**config.mk**
```make
export PLATFORM = sky130hd
export DESIGN_NAME = cmt_timer
export DESIGN_NICKNAME = d
export VERILOG_FILES = /design/src/rtl/cmt_pkg.sv /design/src/rtl/cmt_prescaler.sv /design/src/rtl/cmt_channel.sv /design/src/rtl/cmt_timer.sv
export SDC_FILE = /design/constraint.sdc
export NUM_CORES = 1
export LEC_CHECK = 0
export BUFFER_PORTS_ARGS = -buffer_cell sky130_fd_sc_hd__buf_2
export CAP_MARGIN = 25
export CORE_ASPECT_RATIO = 1.25
export CORE_MARGIN = 4
export CORE_UTILIZATION = 40
export CTS_CLUSTER_DIAMETER = 150
export DETAILED_ROUTE_END_ITERATION = 10
export MAX_ROUTING_LAYER = met4
export SLEW_MARGIN = 20
export SYNTH_ARGS = -nofsm -noshare
export SYNTH_HDL_FRONTEND = slang
export SYNTH_SLANG_ARGS = --single-unit
```
**constraint.sdc**
```tcl
create_clock -name clk -period 3 [get_ports clk]
set_clock_uncertainty 0.1 [all_clocks]
set_input_delay 0.3 -clock clk [delete_from_list [all_inputs] [get_ports clk]]
set_output_delay 0.3 -clock clk [all_outputs]
set_load 0.02 [all_outputs]
```
**src/rtl/cmt_pkg.sv**
```systemverilog
package cmt_pkg;
  localparam int PRE_W   = 7;
  localparam int B_MATCH = 15;
  localparam int B_OVF   = 14;
  localparam int B_BUSY  = 13;
  localparam int B_MODE  = 8;

  localparam logic [1:0] ROUTE_IRQ = 2'b10;

  // Tick strobe for a clock-select code, given the free-running prescaler.
  function automatic logic tick_sel(input logic [2:0] sel, input logic [PRE_W-1:0] pre);
    case (sel)
      3'b100:  return &pre[2:0];
      3'b101:  return &pre[4:0];
      3'b110:  return &pre;
      3'b111:  return 1'b1;
      default: return 1'b0;
    endcase
  endfunction

  // Counter value after one tick.
  function automatic logic [31:0] next_count(input logic [31:0] cnt, input logic [31:0] cmp,
                                             input logic periodic);
    if (periodic && cnt == cmp) return '0;
    return cnt + 32'd1;
  endfunction
endpackage

```
**src/rtl/cmt_prescaler.sv**
```systemverilog
module cmt_prescaler
  import cmt_pkg::*;
(
  input  logic             clk,
  input  logic             rst_n,
  output logic [PRE_W-1:0] pre
);
  always_ff @(posedge clk) begin
    if (!rst_n) pre <= '0;
    else        pre <= pre + 1'b1;
  end
endmodule

```
**src/rtl/cmt_channel.sv**
```systemverilog
module cmt_channel
  import cmt_pkg::*;
#(
  parameter int CNT_W      = 32,
  parameter int LOAD_DELAY = 3
) (
  input  logic             clk,
  input  logic             rst_n,
  input  logic             run,
  input  logic [PRE_W-1:0] pre,
  input  logic             csr_we,
  input  logic             cnt_we,
  input  logic             cmp_we,
  input  logic             wr_keep_m,
  input  logic             wr_keep_o,
  input  logic             wr_mode,
  input  logic [1:0]       wr_route,
  input  logic [2:0]       wr_sel,
  input  logic [CNT_W-1:0] wr_val,
  output logic [15:0]      csr_rd,
  output logic [CNT_W-1:0] cnt_q,
  output logic [CNT_W-1:0] cmp_q,
  output logic             irq,
  output logic             match_ev,
  output logic             wrap_ev,
  output logic             load_ev,
  output logic             busy,
  output logic             flag_m,
  output logic             flag_o,
  output logic             mode
);
  localparam int DLY_W = $clog2(LOAD_DELAY + 1);

  logic [1:0]       route;
  logic [2:0]       sel;
  logic [DLY_W-1:0] dly;
  logic [CNT_W-1:0] pend;
  logic             tick;
  logic             at_cmp;
  logic             at_top;

  assign tick     = run && tick_sel(sel, pre);
  assign at_cmp   = (cnt_q == cmp_q);
  assign at_top   = &cnt_q;
  assign match_ev = tick && at_cmp;
  assign wrap_ev  = tick && at_top && !at_cmp;
  assign busy     = (dly != '0);
  assign load_ev  = (dly == DLY_W'(1));
  assign irq      = flag_m && (route == ROUTE_IRQ);
  assign csr_rd   = {flag_m, flag_o, busy, 4'b0, mode, 2'b0, route, 1'b0, sel};

  always_ff @(posedge clk) begin
    if (!rst_n) begin
      mode  <= 1'b0;
      route <= '0;
      sel   <= '0;
      cmp_q <= '0;
    end else begin
      if (csr_we) begin
        mode  <= wr_mode;
        route <= wr_route;
        sel   <= wr_sel;
      end
      if (cmp_we) cmp_q <= wr_val;
    end
  end

  always_ff @(posedge clk) begin
    if (!rst_n) begin
      dly  <= '0;
      pend <= '0;
    end else if (cnt_we && !busy) begin
      dly  <= DLY_W'(LOAD_DELAY);
      pend <= wr_val;
    end else if (busy) begin
      dly  <= dly - 1'b1;
    end
  end

  always_ff @(posedge clk) begin
    if (!rst_n)       cnt_q <= '0;
    else if (load_ev) cnt_q <= pend;
    else if (tick)    cnt_q <= CNT_W'(next_count(32'(cnt_q), 32'(cmp_q), mode));
  end

  always_ff @(posedge clk) begin
    if (!rst_n) begin
      flag_m <= 1'b0;
      flag_o <= 1'b0;
    end else begin
      if (match_ev)                    flag_m <= 1'b1;
      else if (csr_we && !wr_keep_m)   flag_m <= 1'b0;
      if (wrap_ev)                     flag_o <= 1'b1;
      else if (csr_we && !wr_keep_o)   flag_o <= 1'b0;
    end
  end
endmodule

```
**src/rtl/cmt_timer.sv**
```systemverilog
module cmt_timer
  import cmt_pkg::*;
#(
  parameter int NUM_CH     = 2,
  parameter int CNT_W      = 32,
  parameter int LOAD_DELAY = 3,
  parameter int ADDR_W     = 8
) (
  input  logic              clk,
  input  logic              rst_n,
  input  logic [ADDR_W-1:0] bus_addr,
  input  logic              bus_we,
  input  logic [31:0]       bus_wdata,
  output logic [31:0]       bus_rdata,
  output logic [NUM_CH-1:0] irq
);
  localparam int BLK_W = ADDR_W - 4;

  logic [PRE_W-1:0]        pre;
  logic [NUM_CH-1:0]       run_q;
  logic                    start_hit;
  logic [NUM_CH-1:0]       ch_hit;
  logic [NUM_CH-1:0]       match_ev, wrap_ev, load_ev, busy_v, flag_m, flag_o, mode_v;
  logic [NUM_CH*CNT_W-1:0] cnt_flat;
  logic [15:0]             csr_a [NUM_CH];
  logic [CNT_W-1:0]        cnt_a [NUM_CH];
  logic [CNT_W-1:0]        cmp_a [NUM_CH];

  cmt_prescaler u_pre (.clk(clk), .rst_n(rst_n), .pre(pre));

  assign start_hit = (bus_addr == '0);

  always_ff @(posedge clk) begin
    if (!rst_n)                  run_q <= '0;
    else if (bus_we && start_hit) run_q <= bus_wdata[NUM_CH-1:0];
  end

  for (genvar i = 0; i < NUM_CH; i++) begin : g_ch
    logic word_ok;
    assign word_ok   = (bus_addr[1:0] == 2'b00);
    assign ch_hit[i] = (bus_addr[ADDR_W-1:4] == BLK_W'(i + 1)) && word_ok;

    cmt_channel #(.CNT_W(CNT_W), .LOAD_DELAY(LOAD_DELAY)) u_ch (
      .clk      (clk),
      .rst_n    (rst_n),
      .run      (run_q[i]),
      .pre      (pre),
      .csr_we   (bus_we && ch_hit[i] && bus_addr[3:2] == 2'd0),
      .cnt_we   (bus_we && ch_hit[i] && bus_addr[3:2] == 2'd1),
      .cmp_we   (bus_we && ch_hit[i] && bus_addr[3:2] == 2'd2),
      .wr_keep_m(bus_wdata[B_MATCH]),
      .wr_keep_o(bus_wdata[B_OVF]),
      .wr_mode  (bus_wdata[B_MODE]),
      .wr_route (bus_wdata[5:4]),
      .wr_sel   (bus_wdata[2:0]),
      .wr_val   (bus_wdata[CNT_W-1:0]),
      .csr_rd   (csr_a[i]),
      .cnt_q    (cnt_a[i]),
      .cmp_q    (cmp_a[i]),
      .irq      (irq[i]),
      .match_ev (match_ev[i]),
      .wrap_ev  (wrap_ev[i]),
      .load_ev  (load_ev[i]),
      .busy     (busy_v[i]),
      .flag_m   (flag_m[i]),
      .flag_o   (flag_o[i]),
      .mode     (mode_v[i])
    );
    assign cnt_flat[i*CNT_W +: CNT_W] = cnt_a[i];
  end

  always_comb begin
    bus_rdata = '0;
    if (start_hit) bus_rdata = 32'(run_q);
    for (int i = 0; i < NUM_CH; i++) begin
      if (ch_hit[i]) begin
        case (bus_addr[3:2])
          2'd0:    bus_rdata = 32'(csr_a[i]);
          2'd1:    bus_rdata = 32'(cnt_a[i]);
          2'd2:    bus_rdata = 32'(cmp_a[i]);
          default: bus_rdata = '0;
        endcase
      end
    end
  end
endmodule

```
==> results.yml <==
status:
  status: "finished, final reports clean"
clock_network:
  post_cts_buffers: 0
  tritoncts: "done"
  ctsResizeCount: 0
  clock-sinks: 221
  insertion_delay_ps: 530
  clk_pin_slew_ps: 70
  clockBufferDepth: 3
  holdBufCountCts: 26
  htree_num_levels: 1
  cts_buffers: 24
  cts_root_buffer: "clkbuf_16"
worst_setup_path:
  r2r_end: "g_ch[0].u_ch.cnt_q[24]$_SDFFE_PN0P_"
  worstPathArrival_ps: 3050
  crit_type: "register to register"
  cp_cell_sequence: "ha_1, and3_1, ha_1, o311ai_1, buf_4, or2_2, o31ai_4, a211oi_1"
  crit_slowest_cell: "o31ai_4"
  r2r_cells: 8
  required_ps: 3270
  critical_path.max_fanout: 14
  r2r_slack_ps: 220
  max_stage_delay_ps: 720
  cp_common_cell: "ha_1"
  r2r_start: "u_pre.pre[0]$_SDFF_PN0_"
  start_kind: "register"
  worst_setup_path_end_kind: "register"
yosys:
  synthXorXnorAreaFrac_pct: 8.21
  ys_seq_elements: 221
  ys_seq_area_share_pct: 38.8
  synth-edff-count: 0
  synth-compound-area-share_pct: 20.3
  yosysWarningCount: 0
  netlist_instances: 1501
  synth_cell_type_count: 62
  synth_area_um2: 11400
  syn-num-nets: 1553
  synthAdderAreaFrac_pct: 0.987
  async_reset_ff_share_pct: 0
  synthMuxAreaShare_pct: 1.75
  synth-simple-area-share_pct: 24.8
  synth_top_family_by_area: "simple AND/OR/NAND/NOR gates"
  postSynthAreaPerCell_um2: 7.60
  yosys_most_used_dff: "dfxtp_1"
global_route:
  use_met3_pct: 2.78
  grtUsageTotal_pct: 25.9
  grt_util_met1_pct: 31.9
  grt_use_met2_pct: 43.5
  grt.overflow.total: 0
  grt_max_degree: 128
  busiest_layer: "met2"
  grt_pass1_vias: 10853
  grt_pass1_wl_mm: 63.0
  antenna_found_initial: 0
drt:
  routedWlPerCell_um: 21.1
  drcViolationCount: 0
  wl_mm: 41.1
  vias: 11501
  dr.pass1.iters: 5
  final_antenna_net_count: 0
  via_per_inst: 5.90
  drt_iter0_markers: 1135
sta:
  fin_crit_ps: 2780
  drv_slew: 0
  slew_headroom_pct: 33.8
  max_freq_mhz: 360
  fin_tns_setup_ps: 0
  timing.final.crit_share_pct: 92.6
  finalSetupViolCount: 0
  rsz0062_at_grt: "false"
  tightest_slew_ps: 984
  hold_viol_final: 0
cells_and_area:
  fillers: 2785
  diodes: 0
  drive_gt1_share_pct: 13.1
  finish.net_count: 1635
  area_growth_pct: 18.1
die:
  coreArea_um2: 27900
  die_h_um: 197
  initial_core_util_pct: 40.9
  row_count: 68
  die_w_um: 159
  dieArea_um2: 31300
  pin_count: 77
min_path:
  whs_path_depth: 3
  hold_path.class: "input port to register"
  hold_end: "g_ch[1].u_ch.pend[15]$_SDFFE_PN0P_"
  min_from: "bus_wdata[15]"
place:
  place_hpwl_mm: 29.3
  place_congestion: 0.915
  portBuffers: 76
pwr:
  total_power_mw: 8.67
  power.density_nw_per_um2: 644
  vdd_drop_max_mv: 0.346
  power.leakage_nw: 4.52
job:
  drv_cap: 0
==> critical path, delay by kind of cell, from the launching register on <==
kind                       cells  cell delay [ps]
and+or+nand+nor                2              680
adders and majority gates      2              370
DFF                            1              360
buffers and inverters          1              190
AOI/OAI and AO/OA              3              920
==> Yosys cell counts (all sizes together), types with 30 or more instances <==
cell	count	area [um^2]
o21ai	46	230
nand3	65	330
a22oi	45	338
nand2	335	1260
xnor2	82	718
clkbuf	93	350
buf	30	170
dfxtp	221	4420
o22ai	34	213
nor2	69	259
nand4	39	244
a21oi	191	956
==> report_power, final <==
part           switching, mW  leakage (nW)  total, mW  internal [mW]
sequential             0.338          1.79       3.49           3.15
combinational           1.25          2.33       2.05          0.807
clock                   1.27         0.398       3.13           1.86
total                   2.86          4.52       8.67           5.82
==> metrics by stage <==
stage	cell area [um^2]	hold WS (ps)	std cells	utilization, %	setup WS [ps]
detailed placement	12400	342	1881	44.4	249
global placement	12400	332	1880	44.4	88.5
CTS	13500	4.71	1950	48.3	233
global route	13500	8.86	1950	48.3	20.4
finish	13500	20.1	1950	48.3	223
floorplan	11400	313	1501	-	458
==> cells in the final DEF, fill, tap and decap left out, types with 25 or more instances in the layout <==
cell type / instances
nand3_1: 64
nor2_1: 67
a22oi_1: 45
o21ai_0: 44
o22ai_1: 34
clkbuf_16: 25
nand2_1: 335
buf_4: 71
xnor2_1: 82
dlygate4sd3_1: 26
dfxtp_1: 221
buf_2: 76
nand4_1: 39
a21oi_1: 191
xor2_1: 25
==> worst max-delay path by stage <==
stage | startpoint | to | slack (ps) | cells after the start
2_1_floorplan | u_pre.pre[0]$_SDFF_PN0_ | g_ch[1].u_ch.cnt_q[28]$_SDFFE_PN0P_ | 460 | 10
3_3_place_gp | u_pre.pre[0]$_SDFF_PN0_ | g_ch[1].u_ch.cnt_q[17]$_SDFFE_PN0P_ | 90 | 8
3_5_place_dp | u_pre.pre[0]$_SDFF_PN0_ | g_ch[0].u_ch.cnt_q[14]$_SDFFE_PN0P_ | 250 | 8
4_1_cts | u_pre.pre[0]$_SDFF_PN0_ | g_ch[0].u_ch.cnt_q[14]$_SDFFE_PN0P_ | 230 | 8
5_1_grt | u_pre.pre[0]$_SDFF_PN0_ | g_ch[0].u_ch.cnt_q[17]$_SDFFE_PN0P_ | 20 | 8
6_report | u_pre.pre[0]$_SDFF_PN0_ | g_ch[0].u_ch.cnt_q[24]$_SDFFE_PN0P_ | 220 | 8
==> kinds of logic (layout without fill, tap and decap cells) <==
kind of cell    count (synthesis)  in the layout
fa+ha+maj                       9              9
buf+inv                       142            241
mux                            20             20
flops                         221            221
simple gates                  615            615
compound gates                387            387
xor+xnor                      107            107
==> final cells by class <==
class / instances / area [um^2] / share of cell area (%)
Multi-Input combinational cell: 1138 / 6420 / 47.7
Sequential cell: 221 / 4420 / 32.8
Clock buffer: 33 / 686 / 5.09
Inverter: 19 / 73.8 / 0.548
Timing Repair Buffer: 179 / 1290 / 9.60
Tap cell: 350 / 438 / 3.25
Clock inverter: 10 / 134 / 0.994
==> metal layers <==
layer | up-vias | routed length (um)
li1 | 5446 | -
met1 | 5442 | 16700
met2 | 515 | 19900
met3 | 98 | 2690
met4 | 0 | 1830
met5 | - | 0
==> state kept, by name (all words and copies together), names as in the netlist <==
name	count
g_ch.u_ch.cmp_q	64
g_ch.u_ch.cnt_q	64
g_ch.u_ch.pend	64
u_pre.pre	7
g_ch.u_ch.sel	6
g_ch.u_ch.dly	4
g_ch.u_ch.route	4
g_ch.u_ch.flag_m	2
g_ch.u_ch.flag_o	2
g_ch.u_ch.mode	2
run_q	2
Power figures use the tool's default switching activity.
